### src/rtl/tri_sync_pkg.sv
package tri_sync_pkg;
  typedef enum logic [2:0] {
    ST_BOOT,
    ST_TASK,
    ST_HS,
    ST_GUARD,
    ST_SAFE
  } phase_e;
endpackage

### src/rtl/tri_sync_cdc.sv
module tri_sync_cdc (
  input  logic clk_i,
  input  logic rst_ni,
  input  logic d_i,
  output logic q_o
);
  logic [1:0] ff_q;

  always_ff @(posedge clk_i or negedge rst_ni) begin
    if (!rst_ni) ff_q <= '0;
    else         ff_q <= {ff_q[0], d_i};
  end

  assign q_o = ff_q[1];
endmodule

### src/rtl/tri_sync_peer_mon.sv
module tri_sync_peer_mon #(
  parameter int unsigned FAIL_LIMIT = 3,
  localparam int unsigned FCNT_W = $clog2(FAIL_LIMIT + 2)
) (
  input  logic clk_i,
  input  logic rst_ni,
  input  logic pass_i,
  input  logic fail_i,
  input  logic seen_i,
  output logic fault_o
);
  localparam logic [FCNT_W-1:0] CNT_MAX = '1;
  logic [FCNT_W-1:0] cnt_q;

  always_ff @(posedge clk_i or negedge rst_ni) begin
    if (!rst_ni)                   cnt_q <= '0;
    else if (pass_i)               cnt_q <= '0;
    else if (fail_i && seen_i)     cnt_q <= '0;
    else if (fail_i && cnt_q != CNT_MAX) cnt_q <= cnt_q + 1'b1;
  end

  assign fault_o = (cnt_q > FCNT_W'(FAIL_LIMIT));


  fault_rise_chk: assert property (@(posedge clk_i) disable iff (!rst_ni)
    $rose(fault_o) |-> $past(fail_i) && !$past(seen_i));


  fault_clear_chk: assert property (@(posedge clk_i) disable iff (!rst_ni)
    pass_i |=> !fault_o);
endmodule

### src/rtl/tri_sync_chan.sv
module tri_sync_chan
  import tri_sync_pkg::*;
#(
  parameter int unsigned HS_TICKS    = 25000,
  parameter int unsigned SAFE_TICKS  = 5000,
  parameter int unsigned GUARD_TICKS = 5000,
  parameter int unsigned OK_TICKS    = 470000,
  parameter int unsigned FAIL_TICKS  = 465000,
  parameter int unsigned FAIL_LIMIT  = 3,
  parameter int unsigned REJOIN_CNT  = 3,
  localparam int unsigned MAX_A = (OK_TICKS > FAIL_TICKS) ? OK_TICKS : FAIL_TICKS,
  localparam int unsigned MAX_B = (HS_TICKS > SAFE_TICKS) ? HS_TICKS : SAFE_TICKS,
  localparam int unsigned MAX_C = (MAX_B > GUARD_TICKS) ? MAX_B : GUARD_TICKS,
  localparam int unsigned MAX_T = (MAX_A > MAX_C) ? MAX_A : MAX_C,
  localparam int unsigned TMR_W = $clog2(MAX_T + 1)
) (
  input  logic             clk_i,
  input  logic             rst_ni,
  input  logic             peer0_i,
  input  logic             peer1_i,
  output logic             sync_x_o,
  output logic             sync_y_o,
  output logic             task_start_o,
  output logic             task_busy_o,
  output logic             task_ok_o,
  output logic [TMR_W-1:0] task_len_o,
  output logic [1:0]       peer_fault_o,
  output logic             rejoin_ok_o
);
  localparam int unsigned NPEER = 2;
  localparam int unsigned STK_W = $clog2(REJOIN_CNT + 1);

  phase_e            state_q, state_d;
  logic [TMR_W-1:0]  tmr_q, tmr_d;
  logic              start_q, start_d;
  logic              ok_q, ok_d;
  logic [STK_W-1:0]  streak_q;
  logic [NPEER-1:0]  peer_raw, peer_s, seen_q, seen_now;
  logic              both_s, tmr_zero, pass_ev, fail_ev;

  assign peer_raw = {peer1_i, peer0_i};

  for (genvar i = 0; i < NPEER; i++) begin : g_peer
    tri_sync_cdc u_cdc (
      .clk_i (clk_i),
      .rst_ni(rst_ni),
      .d_i   (peer_raw[i]),
      .q_o   (peer_s[i])
    );

    tri_sync_peer_mon #(.FAIL_LIMIT(FAIL_LIMIT)) u_mon (
      .clk_i  (clk_i),
      .rst_ni (rst_ni),
      .pass_i (pass_ev),
      .fail_i (fail_ev),
      .seen_i (seen_now[i]),
      .fault_o(peer_fault_o[i])
    );
  end

  assign both_s   = &peer_s;
  assign tmr_zero = (tmr_q == '0);
  assign pass_ev  = (state_q == ST_HS) && both_s;
  assign fail_ev  = (state_q == ST_HS) && tmr_zero && !both_s;
  assign seen_now = seen_q | peer_s;

  always_comb begin
    state_d = state_q;
    tmr_d   = tmr_zero ? tmr_q : tmr_q - 1'b1;
    start_d = 1'b0;
    ok_d    = ok_q;
    unique case (state_q)
      ST_BOOT: if (both_s) begin
        state_d = ST_TASK;
        tmr_d   = TMR_W'(OK_TICKS - 1);
        start_d = 1'b1;
        ok_d    = 1'b1;
      end
      ST_TASK: if (tmr_zero) begin
        state_d = ST_HS;
        tmr_d   = TMR_W'(HS_TICKS - 1);
      end
      ST_HS: begin
        // success wins over expiry in the last window cycle
        if (both_s) begin
          state_d = ST_GUARD;
          tmr_d   = TMR_W'(GUARD_TICKS - 1);
        end else if (tmr_zero) begin
          state_d = ST_SAFE;
          tmr_d   = TMR_W'(SAFE_TICKS - 1);
        end
      end
      ST_GUARD: if (tmr_zero) begin
        state_d = ST_TASK;
        tmr_d   = TMR_W'(OK_TICKS - 1);
        start_d = 1'b1;
        ok_d    = 1'b1;
      end
      ST_SAFE: if (tmr_zero) begin
        state_d = ST_TASK;
        tmr_d   = TMR_W'(FAIL_TICKS - 1);
        start_d = 1'b1;
        ok_d    = 1'b0;
      end
      default: state_d = ST_BOOT;
    endcase
  end

  always_ff @(posedge clk_i or negedge rst_ni) begin
    if (!rst_ni) begin
      state_q <= ST_BOOT;
      tmr_q   <= '0;
      start_q <= 1'b0;
      ok_q    <= 1'b1;
    end else begin
      state_q <= state_d;
      tmr_q   <= tmr_d;
      start_q <= start_d;
      ok_q    <= ok_d;
    end
  end

  always_ff @(posedge clk_i or negedge rst_ni) begin
    if (!rst_ni)                                seen_q <= '0;
    else if (state_q == ST_TASK)                seen_q <= '0;
    else if (state_q == ST_HS)                  seen_q <= seen_now;
  end

  always_ff @(posedge clk_i or negedge rst_ni) begin
    if (!rst_ni)                                       streak_q <= '0;
    else if (fail_ev)                                  streak_q <= '0;
    else if (pass_ev && streak_q != STK_W'(REJOIN_CNT)) streak_q <= streak_q + 1'b1;
  end

  assign sync_x_o     = (state_q == ST_BOOT) || (state_q == ST_HS) || (state_q == ST_GUARD);
  assign sync_y_o     = sync_x_o;
  assign task_start_o = start_q;
  assign task_busy_o  = (state_q == ST_TASK);
  assign task_ok_o    = ok_q;
  assign task_len_o   = ok_q ? TMR_W'(OK_TICKS) : TMR_W'(FAIL_TICKS);
  assign rejoin_ok_o  = (streak_q >= STK_W'(REJOIN_CNT));


  boot_hold_chk: assert property (@(posedge clk_i) disable iff (!rst_ni)
    (state_q == ST_BOOT && !both_s) |=> (state_q == ST_BOOT) && !task_start_o);


  task_low_chk: assert property (@(posedge clk_i) disable iff (!rst_ni)
    task_start_o |-> task_busy_o && !sync_x_o && !sync_y_o);


  guard_ok_chk: assert property (@(posedge clk_i) disable iff (!rst_ni)
    (state_q == ST_GUARD && tmr_zero) |=> task_start_o && task_ok_o);


  fail_safe_chk: assert property (@(posedge clk_i) disable iff (!rst_ni)
    fail_ev |=> !sync_x_o && !task_busy_o);


  rejoin_rise_chk: assert property (@(posedge clk_i) disable iff (!rst_ni)
    $rose(rejoin_ok_o) |-> $past(pass_ev));


  rejoin_drop_chk: assert property (@(posedge clk_i) disable iff (!rst_ni)
    fail_ev |=> !rejoin_ok_o);
endmodule

### config.mk
export PLATFORM = sky130hd
export DESIGN_NAME = tri_sync_chan
export DESIGN_NICKNAME = d
export VERILOG_FILES = /design/src/rtl/tri_sync_pkg.sv /design/src/rtl/tri_sync_cdc.sv /design/src/rtl/tri_sync_peer_mon.sv /design/src/rtl/tri_sync_chan.sv
export SDC_FILE = /design/constraint.sdc
export NUM_CORES = 1
export LEC_CHECK = 0
export BUFFER_PORTS_ARGS = -buffer_cell sky130_fd_sc_hd__buf_4
export CAP_MARGIN = 20
export CORE_MARGIN = 1.5
export CORE_UTILIZATION = 31
export DETAILED_ROUTE_END_ITERATION = 12
export PLACE_DENSITY = 0.59
export SETUP_SLACK_MARGIN = 0.02
export SLEW_MARGIN = 20
export SYNTH_ARGS = -nofsm -noshare
export SYNTH_HDL_FRONTEND = slang
export SYNTH_SLANG_ARGS = --single-unit
### constraint.sdc
create_clock -name clk_i -period 6.05 [get_ports clk_i]
set_input_delay 0.3025 -clock clk_i [delete_from_list [all_inputs] [get_ports clk_i]]
set_output_delay 0.3025 -clock clk_i [all_outputs]
set_load 0.02 [all_outputs]
==> metrics.cfg <==
[synth]
synth-seq-cells = 38
synthFlopType = dfrtp_1
synth-edff-count = 0
synth_cell_types = 64
syn_inst = 281
yosysWarnings = 0
synth.avg_cell_area_um2 = 9.37
yosysSeqAreaShare_pct = 36.2
async_reset_ff_share_pct = 100
syn_area_mm2 = 0.00263

[clocking]
ctsResizeCount = 0
clkTransAtPathRegs_ps = 80
clk_latency_ps = 290
cts.path.max_buffers = 2
ctsHoldBuffers = 1
cts_setup_buffers = 0
cts_buffers = 5
cts.htree.levels = 2
root_buffer = clkbuf_8
clock-sinks = 38
tritoncts = yes

[global_routing]
grt_pass1_vias = 1921
grt_pass1_wl_mm = 9.96
grt_max_degree = 39
grtUsageTotal_pct = 14.3
grt_overflow = 0
antenna_found_initial = 0

[power]
pwr-share-clk_pct = 38.8
p_leak_nw = 1.15
p_comb_share_pct = 15.5
ir_worst_vdd_mv = 0.100
power.switching_w = 0.000198
switching_share_pct = 28.2
p_int_w = 0.000504
fin_total_pwr_w = 0.000702
power_frac_seq_pct = 45.7
powerDensity_mw_per_mm2 = 243

[timing]
setup_violations = 0
hold_violations = 0
tightest_slew_ps = 931
max_freq_ghz = 0.349
fin_ws_ps = 3190
period_share_pct = 47.3
slew_viol_final = 0
tns_ps = 0
relSlewSlack_pct = 38.0
fin_crit_ps = 2860
rsz0062_at_grt = false
clock_skew_ps = 3.76
holdWs_ps = 108

[critical_path]
crit_path_max_fanout = 15
critical_path_class = reg -> reg
cp_data_required_time_ps = 6200
cpMostUsedCell = ha_1
arrival_ps = 3010
worstReg2RegEnd = tmr_q[0]
slowest_delay_ps = 420
start_kind = register
setup.worst_path.end_class = register
cp_slowest_cell = dfrtp_1
path_cells = inv_1 -> ha_1 -> nor4b_4 -> nand4_2 -> nor2_4 -> inv_2 -> ha_1 -> a2111oi_0 -> a21oi_1
worstRegToRegCells = 9
rrSetupSlack_ps = 3190
reg2reg_from = tmr_q[0]

[drt]
wl_mm = 6.07
drc_errors = 0
drt-initial-drc-count = 135
wl_per_cell_um = 15.5
dr.pass1.iters = 4
vias = 2097
final_antenna_net_count = 0
vias_per_cell = 5.36

[floorplanning]
row_count = 33
fp.dieW_um = 95.2
io_pins = 31
dieArea_mm2 = 0.00905
initial_core_util_pct = 32.0
coreArea_mm2 = 0.00822
die_y_um = 95.2

[placed_design]
place_ws_ps = 3220
port-buffer-count = 18
placedCellCount = 382
gp_congestion = 0.824
dpl.hpwl_mm = 4.39

[hold_path]
hp-class = in -> reg
min_path_cells = 1
min_to = g_peer[1].u_cdc.ff_q[0]
hold_start = peer1_i

[final_layout]
final_cells = 391
fillerInstances = 835
seq_area_um2 = 952
diodes = 0
multi_input_area_mm2 = 0.00147
final_nets = 299
area_growth_pct = 9.65
drive_above_1_share_pct = 18.9

[run]
cap_violations = 0

[run_status]
status = finished clean

[critical path: cells and delay by family, from the launching register on]
kind / cells / cell delay (ps)
AND/OR/NAND/NOR: 3 / 1080
buffers and inverters: 2 / 250
AO/OA/AOI/OAI: 2 / 490
adder cells (fa/ha/maj): 2 / 480
flip-flops: 1 / 420
[layout make-up]
| cell class | instances | share of cell area (%) |
|---|---|---|
| Multi-Input combinational cell | 210 | 50.9 |
| Inverter | 10 | 1.30 |
| Clock inverter | 2 | 2.08 |
| Clock buffer | 6 | 2.86 |
| Tap cell | 105 | 4.55 |
| Sequential cell | 38 | 33.0 |
| Timing Repair Buffer | 20 | 5.29 |
[worst max path at each step]
stage	depth (start not counted)	slack, ps	from	to
global placement	9	3300	tmr_q[0]	tmr_q[0]
CTS	9	3210	tmr_q[0]	tmr_q[0]
finish	9	3190	tmr_q[0]	tmr_q[0]
floorplan	10	3720	tmr_q[0]	tmr_q[0]
global route	9	2940	tmr_q[0]	tmr_q[0]
detailed placement	9	3220	tmr_q[0]	tmr_q[0]
[cells in the final DEF, fill, tap and decap left out, drive strengths merged, types with 10 or more instances in the layout]
master / instances
nor3: 14
nor2: 22
dfrtp: 37
a21oi: 21
buf: 19
o21ai: 19
inv: 10
conb: 12
nand2: 13
ha: 10
[synthesized netlist by cell type, types with 2 or more instances]
cell / n / share of area (%)
and2_1: 2 / 0.48
nor2_1: 21 / 3.0
and4_2: 2 / 0.76
nand4_1: 2 / 0.48
or2_2: 2 / 0.48
a21boi_1: 2 / 0.57
a21oi_1: 21 / 4.0
mux2i_1: 5 / 1.9
buf_1: 2 / 0.29
nor3_2: 6 / 2.3
clkbuf_1: 6 / 0.86
o21ai_1: 5 / 0.95
buf_2: 3 / 0.57
or3_1: 5 / 1.2
ha_1: 10 / 4.8
a211oi_1: 4 / 1.1
xnor2_1: 5 / 1.7
a22oi_1: 4 / 1.1
o32ai_1: 2 / 0.67
o211ai_1: 2 / 0.57
buf_4: 22 / 6.3
o31ai_1: 5 / 1.4
nand2b_1: 4 / 0.95
nor3_1: 8 / 1.5
o41ai_1: 2 / 0.67
nand2_1: 12 / 1.7
or4_1: 2 / 0.57
xor2_1: 5 / 1.7
nor4_1: 2 / 0.48
o21ai_0: 14 / 2.7
nor4_4: 4 / 3.2
dfrtp_1: 37 / 35
a2bb2oi_1: 2 / 0.67
inv_1: 9 / 1.3
conb_1: 2 / 0.29
a21boi_0: 4 / 1.1
nand3_1: 7 / 1.3
o2bb2ai_1: 3 / 1.0
[logic make-up (layout without fill, tap and decap cells)]
family	after synthesis	after routing	share of synthesized area [%]
XOR/XNOR	10	10	3.33
flip-flops	38	38	36.2
other	2	12	0.285
buffers and inverters	43	38	9.41
multiplexers	6	6	2.33
AO/OA/AOI/OAI	79	79	19.6
AND/OR/NAND/NOR	93	93	24.1
adder cells (fa/ha/maj)	10	10	4.75
[metrics by stage]
step	util [%]	area [um^2]
finish	35.1	2890
global route	35.1	2890
CTS	35.1	2890
detailed placement	33.3	2730
global placement	33.3	2730
floorplan	-	2670
[per-layer routing]
| layer | vias up | track usage (%) | part of all wire, % |
|---|---|---|---|
| met5 | - | 0 | 0 |
| met4 | 0 | 3.11 | 1.0 |
| met3 | 10 | 2.79 | 5.1 |
| met2 | 70 | 21.9 | 47 |
| met1 | 1012 | 20.7 | 47 |
| li1 | 1005 | - | - |
[power by group through the flow]
stage	Combinational, W	Clock [W]	Sequential, W
finish	0.000109	0.000273	0.000321
global route	0.000123	0.000290	0.000327
CTS	0.000109	0.000276	0.000321
detailed placement	0.000107	0	0.000326
global placement	0.000107	0	0.000323
floorplan	0.0000905	0	0.000315
[flip-flops by register name (all words and copies together), names as in the netlist]
name and cells:
state_q 3, task_start_o 1, tmr_q 19, g_peer.u_cdc.ff_q 4, streak_q 2, g_peer.u_mon.cnt_q 6
task_ok_o 1, seen_q 2
(Power assumes the default switching activity.)
